===== src/rtl/pwm_dual_pkg.sv =====
package pwm_dual_pkg;
  localparam int NCH   = 2;
  localparam int CNT_W = 16;
  localparam int DIV_W = 7;
  localparam int SEL_W = 2;
  localparam int NSRC  = 1 << SEL_W;
  localparam int WORD_W = 2 * CNT_W;

  typedef struct packed {
    logic             en;
    logic [SEL_W-1:0] sel;
    logic [DIV_W-1:0] div;
    logic             gate;
    logic             inv;
    logic             cnst;
  } ch_cfg_t;

  typedef enum logic {
    PH_LOW  = 1'b0,
    PH_HIGH = 1'b1
  } phase_t;
endpackage


===== src/rtl/pwm_dual_regs.sv =====
module pwm_dual_regs
  import pwm_dual_pkg::*;
#(
  parameter int ADDR_W = 4
) (
  input  logic                        clk,
  input  logic                        rst_n,
  input  logic                        wr_en,
  input  logic [ADDR_W-1:0]           wr_addr,
  input  logic [WORD_W-1:0]           wr_data,
  output ch_cfg_t [NCH-1:0]           cfg,
  output logic [NCH-1:0][CNT_W-1:0]   hi_cnt,
  output logic [NCH-1:0][CNT_W-1:0]   lo_cnt
);
  localparam logic [ADDR_W-1:0] CTRL_ADDR = ADDR_W'(4 * NCH);

  logic [NCH-1:0][WORD_W-1:0] tw_q, tw_d;
  ch_cfg_t [NCH-1:0]          cfg_q, cfg_d;
  logic                       unused_bits;

  // control word bits that hold no field
  assign unused_bits = ^{wr_data[31:30], wr_data[25:24], wr_data[3:2]};

  always_comb begin
    tw_d  = tw_q;
    cfg_d = cfg_q;
    if (wr_en) begin
      for (int c = 0; c < NCH; c++) begin
        if (wr_addr == ADDR_W'(4 * c)) tw_d[c] = wr_data;
      end
      if (wr_addr == CTRL_ADDR) begin
        for (int c = 0; c < NCH; c++) begin
          cfg_d[c].en   = wr_data[c];
          cfg_d[c].sel  = wr_data[4 + SEL_W*c +: SEL_W];
          cfg_d[c].div  = wr_data[8 + 8*c +: DIV_W];
          cfg_d[c].gate = wr_data[15 + 8*c];
          cfg_d[c].inv  = wr_data[26 + c];
          cfg_d[c].cnst = wr_data[28 + c];
        end
      end
    end
  end

  always_ff @(posedge clk or negedge rst_n) begin
    if (!rst_n) begin
      tw_q  <= '0;
      cfg_q <= '0;
    end else begin
      tw_q  <= tw_d;
      cfg_q <= cfg_d;
    end
  end

  assign cfg = cfg_q;

  for (genvar c = 0; c < NCH; c++) begin : g_split
    assign hi_cnt[c] = tw_q[c][WORD_W-1:CNT_W];
    assign lo_cnt[c] = tw_q[c][CNT_W-1:0];
  end
endmodule


===== src/rtl/pwm_dual_prescale.sv =====
module pwm_dual_prescale #(
  parameter int DIV_W = 7
) (
  input  logic             clk,
  input  logic             rst_n,
  input  logic             en,
  input  logic             gate,
  input  logic             src_tick,
  input  logic [DIV_W-1:0] div,
  output logic             dtick
);
  logic [DIV_W-1:0] pcnt_q, pcnt_d;
  logic             adv, wrap;

  assign adv   = en & gate & src_tick;
  assign wrap  = (pcnt_q == div);
  assign dtick = adv & wrap;

  always_comb begin
    pcnt_d = pcnt_q;
    if (!en)      pcnt_d = '0;
    else if (adv) pcnt_d = wrap ? '0 : pcnt_q + 1'b1;
  end

  always_ff @(posedge clk or negedge rst_n) begin
    if (!rst_n) pcnt_q <= '0;
    else        pcnt_q <= pcnt_d;
  end
endmodule


===== src/rtl/pwm_dual_wave.sv =====
module pwm_dual_wave
  import pwm_dual_pkg::*;
(
  input  logic             clk,
  input  logic             rst_n,
  input  logic             en,
  input  logic             dtick,
  input  logic [CNT_W-1:0] hi_cnt,
  input  logic [CNT_W-1:0] lo_cnt,
  input  logic             cnst,
  input  logic             inv,
  output logic             pwm
);
  phase_t           ph_q, ph_d;
  logic [CNT_W-1:0] cnt_q, cnt_d;
  logic [CNT_W-1:0] hi_q, hi_d;
  logic [CNT_W-1:0] lo_q, lo_d;
  logic [CNT_W:0]   cnt_inc;
  logic             hi_done, lo_done, level;

  assign cnt_inc = {1'b0, cnt_q} + 1'b1;
  assign hi_done = cnt_inc >= {1'b0, hi_q};
  assign lo_done = cnt_inc >= {1'b0, lo_q};

  always_comb begin
    ph_d  = ph_q;
    cnt_d = cnt_q;
    hi_d  = hi_q;
    lo_d  = lo_q;
    if (!en) begin
      ph_d  = PH_HIGH;
      cnt_d = '0;
      hi_d  = hi_cnt;
      lo_d  = lo_cnt;
    end else if (dtick) begin
      if (ph_q == PH_HIGH) begin
        if (hi_done) begin
          ph_d  = PH_LOW;
          cnt_d = '0;
        end else begin
          cnt_d = cnt_inc[CNT_W-1:0];
        end
      end else begin
        if (lo_done) begin
          ph_d  = PH_HIGH;
          cnt_d = '0;
          hi_d  = hi_cnt;
          lo_d  = lo_cnt;
        end else begin
          cnt_d = cnt_inc[CNT_W-1:0];
        end
      end
    end
  end

  always_ff @(posedge clk or negedge rst_n) begin
    if (!rst_n) begin
      ph_q  <= PH_HIGH;
      cnt_q <= '0;
      hi_q  <= '0;
      lo_q  <= '0;
    end else begin
      ph_q  <= ph_d;
      cnt_q <= cnt_d;
      hi_q  <= hi_d;
      lo_q  <= lo_d;
    end
  end

  assign level = cnst ? (hi_q != '0) : (ph_q == PH_HIGH);
  assign pwm   = (en & level) ^ inv;
endmodule


===== src/rtl/pwm_dual.sv =====
module pwm_dual
  import pwm_dual_pkg::*;
#(
  parameter int ADDR_W = 4
) (
  input  logic              clk,
  input  logic              rst_n,
  input  logic              wr_en,
  input  logic [ADDR_W-1:0] wr_addr,
  input  logic [31:0]       wr_data,
  input  logic [NSRC-1:0]   tick_src,
  output logic [NCH-1:0]    pwm_out
);
  ch_cfg_t [NCH-1:0]         cfg;
  logic [NCH-1:0][CNT_W-1:0] hi_cnt, lo_cnt;
  logic [NCH-1:0]            en_v, gate_v, inv_v, cnst_v, dtick_v;

  pwm_dual_regs #(.ADDR_W(ADDR_W)) u_regs (
    .clk     (clk),
    .rst_n   (rst_n),
    .wr_en   (wr_en),
    .wr_addr (wr_addr),
    .wr_data (wr_data),
    .cfg     (cfg),
    .hi_cnt  (hi_cnt),
    .lo_cnt  (lo_cnt)
  );

  for (genvar c = 0; c < NCH; c++) begin : g_ch
    assign en_v[c]   = cfg[c].en;
    assign gate_v[c] = cfg[c].gate;
    assign inv_v[c]  = cfg[c].inv;
    assign cnst_v[c] = cfg[c].cnst;

    pwm_dual_prescale #(.DIV_W(DIV_W)) u_pre (
      .clk      (clk),
      .rst_n    (rst_n),
      .en       (cfg[c].en),
      .gate     (cfg[c].gate),
      .src_tick (tick_src[cfg[c].sel]),
      .div      (cfg[c].div),
      .dtick    (dtick_v[c])
    );

    pwm_dual_wave u_wave (
      .clk    (clk),
      .rst_n  (rst_n),
      .en     (cfg[c].en),
      .dtick  (dtick_v[c]),
      .hi_cnt (hi_cnt[c]),
      .lo_cnt (lo_cnt[c]),
      .cnst   (cfg[c].cnst),
      .inv    (cfg[c].inv),
      .pwm    (pwm_out[c])
    );
  end
endmodule


===== config.mk =====
export PLATFORM = sky130hd
export DESIGN_NAME = pwm_dual
export DESIGN_NICKNAME = d
export VERILOG_FILES = /design/src/rtl/pwm_dual_pkg.sv /design/src/rtl/pwm_dual_regs.sv /design/src/rtl/pwm_dual_prescale.sv /design/src/rtl/pwm_dual_wave.sv /design/src/rtl/pwm_dual.sv
export SDC_FILE = /design/constraint.sdc
export NUM_CORES = 1
export LEC_CHECK = 0
export BUFFER_PORTS_ARGS = -buffer_cell sky130_fd_sc_hd__buf_2
export CELL_PAD_IN_SITES_DETAIL_PLACEMENT = 1
export CELL_PAD_IN_SITES_GLOBAL_PLACEMENT = 1
export CORE_MARGIN = 2
export CORE_UTILIZATION = 40
export DETAILED_ROUTE_END_ITERATION = 6
export PLACE_DENSITY_LB_ADDON = 0.05
export REMOVE_ABC_BUFFERS = 1
export SYNTH_ARGS = -nofsm -noshare
export SYNTH_HDL_FRONTEND = slang
export SYNTH_SLANG_ARGS = --single-unit

===== constraint.sdc =====
create_clock -name clk -period 4.1 [get_ports clk]
set_clock_uncertainty 0.2 [all_clocks]
set_input_delay 0.615 -clock clk [delete_from_list [all_inputs] [get_ports clk]]
set_output_delay 0.615 -clock clk [all_outputs]
set_load 0.01 [all_outputs]

==> results of run 1 <==
-- critical path, cell delays in order (launching register included) --
cell and delay, ns:
dfrtp_1 0.41, and2_1 0.20, and4_1 0.25, nand3_1 0.11, or2_2 0.35, nor2_1 0.15, xnor2_1 0.18, inv_1 0.11
ha_1 0.32, nand3_1 0.11, nor3_2 0.26, nand4b_1 0.21, a41oi_2 0.30, a211o_4 0.24, nor2_4 0.08, mux2_2 0.30
-- registers in the layout, indices dropped and copies added (netlist names) --
signal and cells:
g_ch.u_pre.pcnt_q 14, g_ch.u_wave.cnt_q 32, g_ch.u_wave.hi_q 32, g_ch.u_wave.lo_q 32
g_ch.u_wave.ph_q 2, u_regs.cfg 26, u_regs.hi_cnt 32, u_regs.lo_cnt 32
-- cell usage in the layout, fill, tap and decap left out, types with 7 or more instances in the layout --
master	count
clkbuf_8	7
and3_1	13
buf_2	43
nand2b_1	21
a22o_1	10
nor4_1	9
xor2_1	14
nand4_1	18
nor2_1	26
nor3_1	7
inv_1	69
clkbuf_16	26
nor2b_1	8
nand2_1	63
mux2_2	157
a21oi_1	24
ha_1	66
a21o_1	7
xnor2_1	28
buf_4	27
nand3_1	19
o21ai_0	49
dfrtp_1	199
-- through the flow --
stage	TNS (ns)	instances	utilization	hold WS, ns	setup WS, ns
after floorplan	0	882	-	0.119	0.103
after global placement	0	1283	0.431	0.267	0.00783
after detailed placement	-4.39	1283	0.431	0.276	-0.177
after CTS	0	1329	0.465	0.138	0.0161
after global routing	-0.502	1339	0.472	0.145	-0.0362
final	0	1339	0.472	0.154	0.200
-- cell type report --
class,instances,area share
inverter,69,0.0213
sequential,202,0.415
clock inverter,11,0.00944
timing repair buffer,77,0.0441
tap,335,0.0344
clock buffer,34,0.0590
multi-input combinational,611,0.417
-- timing repair --
action,in CTS,in global routing
pin swaps,1,4
cloned,0,2
endpoints found under the hold margin,71,0
resized for setup,8,16
hold buffers,1,0
buffers inserted,0,8
endpoints found under the setup margin,48,64
-- power by group through the flow --
stage               Clock [uW]  Sequential, uW  Combinational (uW)
global route              2360            2970                2060
global placement             0            2900                1690
CTS                       2280            2900                1830
finish                    2210            2900                1840
floorplan                    0            2760                1250
detailed placement           0            2930                1800
-- cell families (layout without fill, tap and decap cells) --
| family | count (synthesis) | count (layout) |
|---|---|---|
| xor gates and xnor gates | 48 | 48 |
| AOI/OAI and AO/OA | 123 | 123 |
| buffers and inverters | 100 | 191 |
| and+or+nand+nor | 211 | 211 |
| DFF | 202 | 202 |
| muxes | 161 | 161 |
| adders and majority gates | 68 | 68 |
-- worst max path at each step --
stage	startpoint	endpoint
6_report	g_ch[1].u_wave.cnt_q[3]$_DFFE_PN0P_	g_ch[1].u_wave.cnt_q[0]$_DFFE_PN0P_
5_1_grt	g_ch[0].u_wave.cnt_q[2]$_DFFE_PN0P_	g_ch[0].u_wave.hi_q[4]$_DFFE_PN0P_
4_1_cts	g_ch[1].u_wave.cnt_q[3]$_DFFE_PN0P_	g_ch[1].u_wave.cnt_q[0]$_DFFE_PN0P_
3_5_place_dp	g_ch[1].u_wave.cnt_q[0]$_DFFE_PN0P_	g_ch[1].u_wave.cnt_q[0]$_DFFE_PN0P_
3_3_place_gp	g_ch[0].u_wave.cnt_q[0]$_DFFE_PN0P_	g_ch[0].u_wave.lo_q[0]$_DFFE_PN0P_
2_1_floorplan	g_ch[0].u_wave.cnt_q[0]$_DFFE_PN0P_	g_ch[0].u_wave.hi_q[0]$_DFFE_PN0P_
-- layer usage --
layer  up-vias  global-route usage  routed length (um)
li1       3369                   -                   -
met1      3633               0.271               12300
met2        96               0.349               13600
met3        33              0.0287                 913
met4         0              0.0517                 593
met5         -                   0                   0
==> results.env, run 1 <==
OUTCOME='finished, final reports clean'
ENDPOINT_KIND='flip-flop'
SYN-INSTANCE-COUNT=913
FLOORPLAN.CORE_AREA_MM2=0.0258
FLOORPLAN.DIE.WIDTH_UM=166
AVGSYNTHCELLAREA_UM2=11.4
DETAIL-ROUTE-ANTENNA-NETS=0
HOLD_PATH_DEPTH=2
SYNTH-EDFF-COUNT=0
POWER.SWITCHING_uW=2190
CLOCK_TREE.BUFFER_DEPTH=3
REPORT.FINAL.HOLD_VIOL_COUNT=0
SYNTH_COMPOUND_AREA_FRAC=0.0749
DRIVE_ABOVE_1_SHARE=0.303
TIMING.CRITICAL_PATH.FROM_TYPE='flip-flop'
SYNTHARSTFLOPSHARE=1.00
CELL_ROW_COUNT=59
WORST_IR_DROP_VDD_V=0.000373
POWER_uW=6950
TIMING.HOLD.WORST.CLASS='in2reg'
REG2REGPATHDEPTH=15
SYNTH.TOP_CELLS.BY_COUNT='dfrtp_1 (200), mux2_2 (157), inv_1 (69), ha_1 (68), nand2_1 (63)'
NUMPORTBUFFERS=44
CLK_TRANSITION_REPORTED_PATHS_NS=0.06
SLEW_VIOLATIONS=0
LAYOUT_WORST_PATH_CYCLE_SHARE=0.951
SYNTH_AREA_LEADERS='dfrtp_1 (48%), mux2_2 (17%), ha_1 (8.2%), inv_1 (2.5%), xnor2_1 (2.4%)'
RR_STARTPOINT='g_ch[1].u_wave.cnt_q[3]$_DFFE_PN0P_'
WORSTPATHREQUIRED_NS=4.30
STARTING_DENSITY_OF_THE_CORE=0.404
FINAL_SETUP_VIOLATIONS=0
N_ANTENNA_CELL=0
INTERNAL_POWER_uW=4750
HOLD-PATH-ENDPOINT='u_regs.lo_cnt[19]$_DFFE_PN0P_'
NETLIST.TOP_CELL.BY_AREA='dfrtp_1'
DETAILEDPLACEMENTHPWL_UM=20200
CLOCK_ROOT_CELL='clkbuf_16'
YOSYS_REGISTER_BITS=202
GRT_FIRST_PASS_WIRELENGTH_UM=42800
CTS_HTREE_LEVELS=1
FILLERS=2762
DPL_CELL_AREA_MM2=0.0111
DRT_DRC_VIOLATIONS_LEFT=0
SYNTH_MOST_COMMON_CELL='dfrtp_1'
FINALINSTANCEAREA_MM2=0.0122
PROPORTION_OF_SYNTHESIZED_AREA_IN_MUX_CELLS=0.173
SOURCE_TO_SINK_CLOCK_DELAY_AT_THE_LATER_PIN_OF_THE_WORST_SKEW_PAIR_NS=0.52
SYN_TO_FINAL_GROWTH_PCT=16.8
REGISTER_AREA_MM2=0.00506
CLOCKPOWERSHARE=0.318
CAP_VIOL_MAX_COUNT=0
CRITICAL_PATH.REG2REG.ENDPOINT='g_ch[1].u_wave.cnt_q[0]$_DFFE_PN0P_'
FIRST_GLOBAL_VIAS=7633
MAX-SLEW-MARGIN-REL=0.322
TIGHTESTPINTRANSITION_NS=1.01
POWER_FRAC_COMB=0.265
DRT-WIRELENGTH-PER-CELL_UM=20.4
MULTIINPUTGATEAREA_MM2=0.00508
SYNTHDISTINCTLIBCELLS=54
TRITONCTS_CLOCK_TREE='built'
DESIGN.DIE.AREA_MM2=0.0274
FLOORPLAN.DIE.HEIGHT_UM=166
P_LEAK_uW=0.00570
SETUP.WORST_PATH.CLASS='reg2reg'
SYNTH.YOSYS.WARNINGS=0
REGTOREGSETUPSLACK_NS=0.20
GRT_OVERFLOW_TOTAL=0
FINAL_NETS=1097
CRITICAL_PATH_ARRIVAL_NS=4.10
DETAIL_ROUTE.ITER0.VIOLATIONS=377
POWER-PER-CELL-AREA_mW_PER_MM2=570
IOS=45
SYNTH_ADDER_AREA_SHARE=0.0815
DETAIL_ROUTE.FIRST_PASS.ITERATIONS=4
SWITCHING_SHARE=0.316
CRITICAL_PATH.MAX_FANOUT=13
FMAX_GHz=0.256
GLOBAL_ROUTE.USAGE.TOTAL=0.203
LARGEST_FAMILY_OF_LOGIC_CELLS_BY_SYNTHESIZED_AREA='multiplexers'
POWER.SHARE.SEQUENTIAL=0.417
MAXIMUM_NUMBER_OF_PINS_ON_ONE_NET_BEFORE_GLOBAL_ROUTE_REPAIR=75
ROUTE.FINAL.WIRE_LENGTH_UM=27400
CTS.SINKS=202
GRT_ANTENNA_BEFORE_REPAIR=0
YOSYSTOPAREACELLSHARE=0.480
MIN_PERIOD_NS=3.90
CLOCK_BUFFER_COUNT_FROM_CTS=25
MIN_DELAY_SRC='wr_data[3]'
YOSYS.AREA_SHARE.SIMPLE=0.104
ROUTE.DETAILED.VIAS_PER_INST=5.33
FINALWEIGHTEDCONGESTION=0.831
SYNTHXORXNORAREAFRAC=0.0403
VIAS=7131
SYNTH_AREA_MM2=0.0104
YS_DOMINANT_REG_CELL='dfrtp_1'
SYNTH-SEQ-AREA-SHARE=0.485
No activity file was read; power rests on OpenSTA's default activity.
==> run 2, diff against run 1 <==
CTS_BUF_LIST = sky130_fd_sc_hd__clkbuf_4 sky130_fd_sc_hd__clkbuf_8   (was default)
SYNTH_HIERARCHICAL = 1   (was default)
==> run 2 against run 1 <==
Effect of this change:
- critical path depth decreased by 1
- sequential share of layout area about the same
- clock power decreased by 8%
- highest routed layer unchanged
- core utilization decreased by 1.6 points
- setup slack improved by 0.085 ns
- sequential power about the same
==> results.env, run 2 <==
NUMPORTBUFFERS=44
NETLIST.TOP_CELL.BY_AREA='dfrtp_1'
LAYOUT_COMMONEST_CELL='dfrtp_1'
SYNTH_AREA_LEADERS='dfrtp_1 (46%), mux2_2 (9.6%), mux2_4 (8.2%), ha_1 (7.9%), inv_1 (2.9%)'
DETAILEDPLACEMENTHPWL_UM=19800
SYNTHARSTFLOPSHARE=1.00
CLOCKPOWERSHARE=0.311
REPORT.FINAL.HOLD_VIOL_COUNT=0
CRITICAL_PATH_ARRIVAL_NS=4.03
POWER-PER-CELL-AREA_mW_PER_MM2=540
SYNTH_MOST_COMMON_CELL='dfrtp_1'
RSZ0062_AT_GRT='false'
MAX-SLEW-MARGIN-REL=0.408
SETUP.WORST_PATH.CLASS='reg2reg'
INTERNAL_POWER_uW=4520
CTS_HTREE_LEVELS=2
LAYOUT_COMMON_CELLS='dfrtp_1 (200), mux2_2 (92), inv_1 (82)'
CRIT_CHAIN='and4_4, nand2_1, nor2_1, and4_1, xnor2_1, inv_1, ha_1, nand3_1, or3_1, nor3_1, a21oi_1, nand3b_2, nand2_8, mux2_4'
SETUP_FIX_BUFS_POST_CTS=0
SYNTH.YOSYS.WARNINGS=6
SYNTH_AREA_MM2=0.0108
DETAIL_ROUTE.FIRST_PASS.ITERATIONS=4
WORST-PATH-BUF-INV=1
CP.DEPTH=14
YS_DOMINANT_REG_CELL='dfrtp_1'
TIMING.CRITICAL_PATH.FROM_TYPE='flip-flop'
DRT_DRC_VIOLATIONS_LEFT=0
WORSTPATHREQUIRED_NS=4.32
FLOORPLAN.CORE_AREA_MM2=0.0267
CTS.SINKS=202
MAXIMUM_NUMBER_OF_PINS_ON_ONE_NET_BEFORE_GLOBAL_ROUTE_REPAIR=83
SYN_TO_FINAL_GROWTH_PCT=12.8
FINAL_NETS=1091
CLOCK_BUFFER_COUNT_FROM_CTS=39
DESIGN.DIE.AREA_MM2=0.0283
YOSYS_REGISTER_BITS=202
FINALWEIGHTEDCONGESTION=0.847
FIN_UTIL=0.455
FILLERS=2834
FLOORPLAN.DIE.HEIGHT_UM=168
TOTALNEGATIVESETUPSLACK_NS=0
DETAIL-ROUTE-ANTENNA-NETS=0
WORST_IR_DROP_VDD_V=0.000214
CPLARGESTDELAYFAMILY='simple AND/OR/NAND/NOR gates'
ROUTE.DETAILED.VIAS_PER_INST=5.27
STARTING_DENSITY_OF_THE_CORE=0.404
DRIVE_ABOVE_1_SHARE=0.303
CRITICAL_PATH.MAX_FANOUT=33
SOURCE_TO_SINK_CLOCK_DELAY_AT_THE_LATER_PIN_OF_THE_WORST_SKEW_PAIR_NS=0.55
CRITICAL_PATH.MAX_STAGE_DELAY_NS=0.45
POWER.SHARE.SEQUENTIAL=0.438
SYNTH-SEQ-AREA-SHARE=0.469
REG2REGPATHDEPTH=14
GRT_OVERFLOW_TOTAL=0
SWITCHING_SHARE=0.312
IOS=45
ROUTE.FINAL.WIRE_LENGTH_UM=27100
CLK_TRANSITION_REPORTED_PATHS_NS=0.06
LAYOUT_WORST_PATH_CYCLE_SHARE=0.930
YOSYSTOPAREACELLSHARE=0.464
POWER_FRAC_COMB=0.251
P_LEAK_uW=0.00590
SLEW_VIOLATIONS=0
SYNTH.TOP_CELLS.BY_COUNT='dfrtp_1 (200), mux2_2 (92), inv_1 (82), nand2_1 (70), ha_1 (68)'
SLOWEST_STAGE='dfrtp_1'
GLOBAL_ROUTE.USAGE.TOTAL=0.198
DETAIL_ROUTE.ITER0.VIOLATIONS=200
DRT-WIRELENGTH-PER-CELL_UM=20.1
CAP_VIOL_MAX_COUNT=0
GRT_ANTENNA_BEFORE_REPAIR=1
FLOORPLAN.DIE.WIDTH_UM=168
SYNTH-EDFF-COUNT=0
CLOCK_TREE.BUFFER_DEPTH=3
POWER.SWITCHING_uW=2050
MIN_PERIOD_NS=3.81
AVGSYNTHCELLAREA_UM2=11.9
ENDPOINT_KIND='flip-flop'
N_ANTENNA_CELL=0
CELL_ROW_COUNT=60
VIAS=7107
FMAX_GHz=0.262
HOLD_PATH_DEPTH=2
CLOCK_ROOT_CELL='clkbuf_8'
GRT_FIRST_PASS_WIRELENGTH_UM=44200
TRITONCTS_CLOCK_TREE='built'
SYN-INSTANCE-COUNT=910
TIMING.HOLD.WORST.CLASS='in2reg'
TIGHTESTPINTRANSITION_NS=0.885
FINAL_SETUP_VIOLATIONS=0
SYNTHDISTINCTLIBCELLS=66
FIRST_GLOBAL_VIAS=8043
OUTCOME='finished, final reports clean'
-- run 2: worst reg2reg max path, cell delays in order, from the launching register on --
cell and delay (ns):
dfrtp_1 0.45, and4_4 0.28, nand2_1 0.07, nor2_1 0.27, and4_1 0.25, xnor2_1 0.15, inv_1 0.09, ha_1 0.30
nand3_1 0.09, or3_1 0.39, nor3_1 0.22, a21oi_1 0.14, nand3b_2 0.16, nand2_8 0.23, mux2_4 0.40
-- run 2: worst paths after layout --
kind	to	slack, ns	start
min in group asynchronous	g_ch[1].u_wave/cnt_q[5]$_DFFE_PN0P_	0.48	rst_n
min reg2reg	g_ch[0].u_wave/lo_q[3]$_DFFE_PN0P_	0.30	u_regs/lo_cnt[3]$_DFFE_PN0P_
max in group asynchronous	g_ch[1].u_wave/ph_q$_DFFE_PN1P_	2.32	rst_n
max	g_ch[1].u_wave/lo_q[2]$_DFFE_PN0P_	0.29	g_ch[1].u_wave/cnt_q[4]$_DFFE_PN0P_
max reg2reg	g_ch[1].u_wave/lo_q[2]$_DFFE_PN0P_	0.29	g_ch[1].u_wave/cnt_q[4]$_DFFE_PN0P_
min	u_regs/hi_cnt[25]$_DFFE_PN0P_	0.12	wr_data[25]
-- run 2: per-stage QoR --
step	power (uW)	cell area, um2	hold WS [ns]	std cells	setup slack [ns]
finish	6570	12200	0.118	1349	0.285
global placement	4470	11400	0.275	1279	0.313
floorplan	3970	10600	0.119	880	0.251
CTS	6700	12200	0.0773	1349	0.168
detailed placement	4580	11400	0.275	1279	0.187
global route	7000	12200	0.0909	1349	0.0275
-- run 2: what timing repair did --
item	in CTS	in global routing
endpoints found under the setup margin	0	32
hold buffers	1	0
hold endpoints to repair	79	0
resized for setup	0	1
-- run 2: cell type report --
type	instances	area, um2	area share
repair buffers	59	369	0.0303
multi-input cells	596	5220	0.429
flip-flops and latches	202	5060	0.416
inverters	82	308	0.0253
well taps	341	427	0.0351
clock inverters	6	45.0	0.00370
clock buffers	63	748	0.0615
-- run 2: power groups by stage --
stage               combinational [uW]  clock, uW  sequential, uW
global placement                  1580          0            2890
finish                            1650       2040            2880
CTS                               1680       2140            2890
floorplan                         1220          0            2750
global route                      1830       2220            2950
detailed placement                1660          0            2910
-- run 2: cells by family after synthesis --
kind of cell    Yosys count  share of synthesized area
flops                   202                      0.469
simple gates            199                      0.101
compound gates          120                     0.0720
buf+inv                 112                     0.0491
fa+ha+maj                68                     0.0789
xor+xnor                 51                     0.0428
mux                     158                      0.187
-- run 2: layer usage --
metal	up-vias	wire, um	GRT usage
li1	3339	-	-
met1	3631	12000	0.249
met2	87	13700	0.352
met3	50	754	0.0289
met4	0	628	0.0600
met5	-	0	0
==> run 3, diff against run 2 <==
clock period = 3.25 ns   (was 4.1 ns; I/O delays follow)
==> run 3 against run 2 <==
Effect of this change:
- register-to-register slack worse by 0.44 ns
- the run now ends with setup timing left
- critical endpoint is now g_ch[0].u_wave/lo_q[11]$_DFFE_PN0P_
- critical path depth grew 1
- sequential cell count is the same
- sequential share of layout area decreased by 5.3 points
- largest cell class unchanged
==> results.env, run 3 (same netlist as run 2, synthesis figures left out) <==
CRIT_TOP_CELL='nand3_2'
LAYOUT_COMMON_CELLS='dfrtp_1 (197), mux2_4 (91), buf_4 (88)'
PLACED_CELLS_INCL_TAPS=1335
GRT_ANTENNA_BEFORE_REPAIR=1
TIGHTESTPINTRANSITION_NS=0.754
GRT_OVERFLOW_TOTAL=0
REPORT.FINAL.HOLD_VIOL_COUNT=0
VIOLATIONS='setup timing'
CLOCK_ROOT_CELL='clkbuf_8'
CRITICAL_PATH.MAX_STAGE_DELAY_NS=0.44
FINAL_SETUP_VIOLATIONS=70
ENDPOINT_KIND='flip-flop'
CTS.SINKS=202
WORSTPATHREQUIRED_NS=3.45
POST-PLACE-WS_NS=-0.443
POWER_FRAC_COMB=0.302
SWITCHING_SHARE=0.315
ROUTE.DETAILED.VIAS_PER_INST=5.22
FLOORPLAN.DIE.WIDTH_UM=168
SOURCE_TO_SINK_CLOCK_DELAY_AT_THE_LATER_PIN_OF_THE_WORST_SKEW_PAIR_NS=0.54
LAYOUT.CELLS.NON_FILLER=1452
MIN_PERIOD_NS=3.40
DRT_DRC_VIOLATIONS_LEFT=0
POWER.SHARE.SEQUENTIAL=0.403
CRITICAL_PATH.MAX_FANOUT=7
WORST-PATH-BUF-INV=2
TIMING.HOLD.WORST.CLASS='in2reg'
DETAIL_ROUTE.FIRST_PASS.ITERATIONS=4
FMAX_GHz=0.294
CTS_HTREE_LEVELS=2
FINALWEIGHTEDCONGESTION=0.859
FILLERS=2781
SETUP.WORST_PATH.CLASS='reg2reg'
CLOCKPOWERSHARE=0.295
TIMING.CRITICAL_PATH.FROM_TYPE='flip-flop'
RSZ0062_AT_GRT='true'
WORST_HOLD_SLACK_NS=0.0374
REGISTER_AREA_MM2=0.00506
SLEW_VIOLATIONS=0
DETAIL-ROUTE-ANTENNA-NETS=0
WORST_IR_DROP_VDD_V=0.000260
NUMPORTBUFFERS=44
GRT_FIRST_PASS_WIRELENGTH_UM=47700
MAX-SLEW-MARGIN-REL=0.497
DRIVE_ABOVE_1_SHARE=0.451
CAP_VIOL_MAX_COUNT=0
VIAS=7581
TRITONCTS_CLOCK_TREE='built'
FIRST_GLOBAL_VIAS=8623
CRITICAL_PATH_ARRIVAL_NS=3.60
CRIT_CHAIN='ha_4, nand3_4, nor2_4, nand3_2, xnor2_2, ha_1, nand3_2, nor3_4, a2bb2oi_2, nand3b_1, nor2_2, o31ai_4, buf_6, clkbuf_16, mux2_4'
FLOORPLAN.CORE_AREA_MM2=0.0267
CELL_ROW_COUNT=60
FLOORPLAN.DIE.HEIGHT_UM=168
INTERNAL_POWER_uW=6180
P_LEAK_uW=0.00678
LAYOUT_WORST_PATH_CYCLE_SHARE=1.05
MAXIMUM_NUMBER_OF_PINS_ON_ONE_NET_BEFORE_GLOBAL_ROUTE_REPAIR=87
DETAIL_ROUTE.ITER0.VIOLATIONS=252
LAYOUT_COMMONEST_CELL='dfrtp_1'
DETAILEDPLACEMENTHPWL_UM=21200
OUTCOME='finished with violations'
MULTIINPUTGATEAREA_MM2=0.00599
IOS=45
DESIGN.DIE.AREA_MM2=0.0283
POWER-PER-CELL-AREA_mW_PER_MM2=646
SYN_TO_FINAL_GROWTH_PCT=29.6
FINAL_NETS=1193
CPLARGESTDELAYFAMILY='simple AND/OR/NAND/NOR gates'
CLOCK_TREE.BUFFER_DEPTH=3
FIN_WS_NS=-0.153
N_ANTENNA_CELL=0
TOTALNEGATIVESETUPSLACK_NS=-7.50
GLOBAL_ROUTE.USAGE.TOTAL=0.216
CLK_TRANSITION_REPORTED_PATHS_NS=0.06
DRT-WIRELENGTH-PER-CELL_UM=21.0
POWER.SWITCHING_uW=2840
SLOWEST_STAGE='dfrtp_1'
ROUTE.FINAL.WIRE_LENGTH_UM=30600
CLOCK_BUFFER_COUNT_FROM_CTS=39
STARTING_DENSITY_OF_THE_CORE=0.404
-- run 3: area by class of cell --
class | instances | share of cell area
Clock inverter | 7 | 0.00295
Timing Repair Buffer | 160 | 0.0967
Tap cell | 341 | 0.0305
Clock buffer | 63 | 0.0567
Sequential cell | 202 | 0.362
Multi-Input combinational cell | 597 | 0.429
Inverter | 82 | 0.0220
-- run 3: worst reg2reg max path, stage by stage (launching register included) --
cell	delay [ns]
dfrtp_1	0.44
ha_4	0.19
nand3_4	0.09
nor2_4	0.13
nand3_2	0.12
xnor2_2	0.17
ha_1	0.34
nand3_2	0.14
nor3_4	0.27
a2bb2oi_2	0.09
nand3b_1	0.16
nor2_2	0.08
o31ai_4	0.22
buf_6	0.18
clkbuf_16	0.16
mux2_4	0.30
-- run 3: final timing paths --
path,slack [ns],to,from,depth (start not counted)
hold / removal,0.04,u_regs/lo_cnt[22]$_DFFE_PN0P_,wr_data[6],2
max in group asynchronous,1.65,g_ch[0].u_wave/cnt_q[0]$_DFFE_PN0P_,rst_n,3
hold reg to reg,0.30,u_regs/hi_cnt[13]$_DFFE_PN0P_,u_regs/hi_cnt[13]$_DFFE_PN0P_,1
setup / recovery,-0.15,g_ch[0].u_wave/lo_q[11]$_DFFE_PN0P_,g_ch[0].u_wave/cnt_q[1]$_DFFE_PN0P_,15
setup reg to reg,-0.15,g_ch[0].u_wave/lo_q[11]$_DFFE_PN0P_,g_ch[0].u_wave/cnt_q[1]$_DFFE_PN0P_,15
min in group asynchronous,0.35,g_ch[1].u_wave/cnt_q[6]$_DFFE_PN0P_,rst_n,2
-- run 3: what timing repair did --
| action | CTS | global route |
|---|---|---|
| cloned | 7 | 1 |
| setup buffers | 18 | 15 |
| hold endpoints to repair | 94 | 0 |
| setup endpoints to repair | 98 | 98 |
| pin swaps | 18 | 46 |
| gates resized for setup | 106 | 85 |
| hold buffers | 7 | 0 |
-- run 3: per-stage QoR --
| step | util | power [uW] | cell area, um2 |
|---|---|---|---|
| final | 0.523 | 9020 | 14000 |
| after global routing | 0.523 | 9550 | 14000 |
| after CTS | 0.503 | 8960 | 13400 |
| after detailed placement | 0.442 | 5870 | 11800 |
| after global placement | 0.442 | 5700 | 11800 |
| after floorplan | - | 5010 | 10600 |
-- run 3: power groups by stage --
stage | Clock (uW) | Sequential, uW | Combinational (uW)
6_report | 2660 | 3640 | 2730
5_1_grt | 2860 | 3730 | 2970
4_1_cts | 2750 | 3640 | 2580
3_5_place_dp | 0 | 3670 | 2200
3_3_place_gp | 0 | 3630 | 2070
2_1_floorplan | 0 | 3470 | 1540
-- run 3: per-layer routing --
layer / vias to the layer above / global-route usage / part of all wire
met1: 3880 / 0.260 / 0.42
met4: 0 / 0.0697 / 0.028
met2: 94 / 0.394 / 0.52
met3: 57 / 0.0348 / 0.030
met5: - / 0 / 0
li1: 3550 / - / -
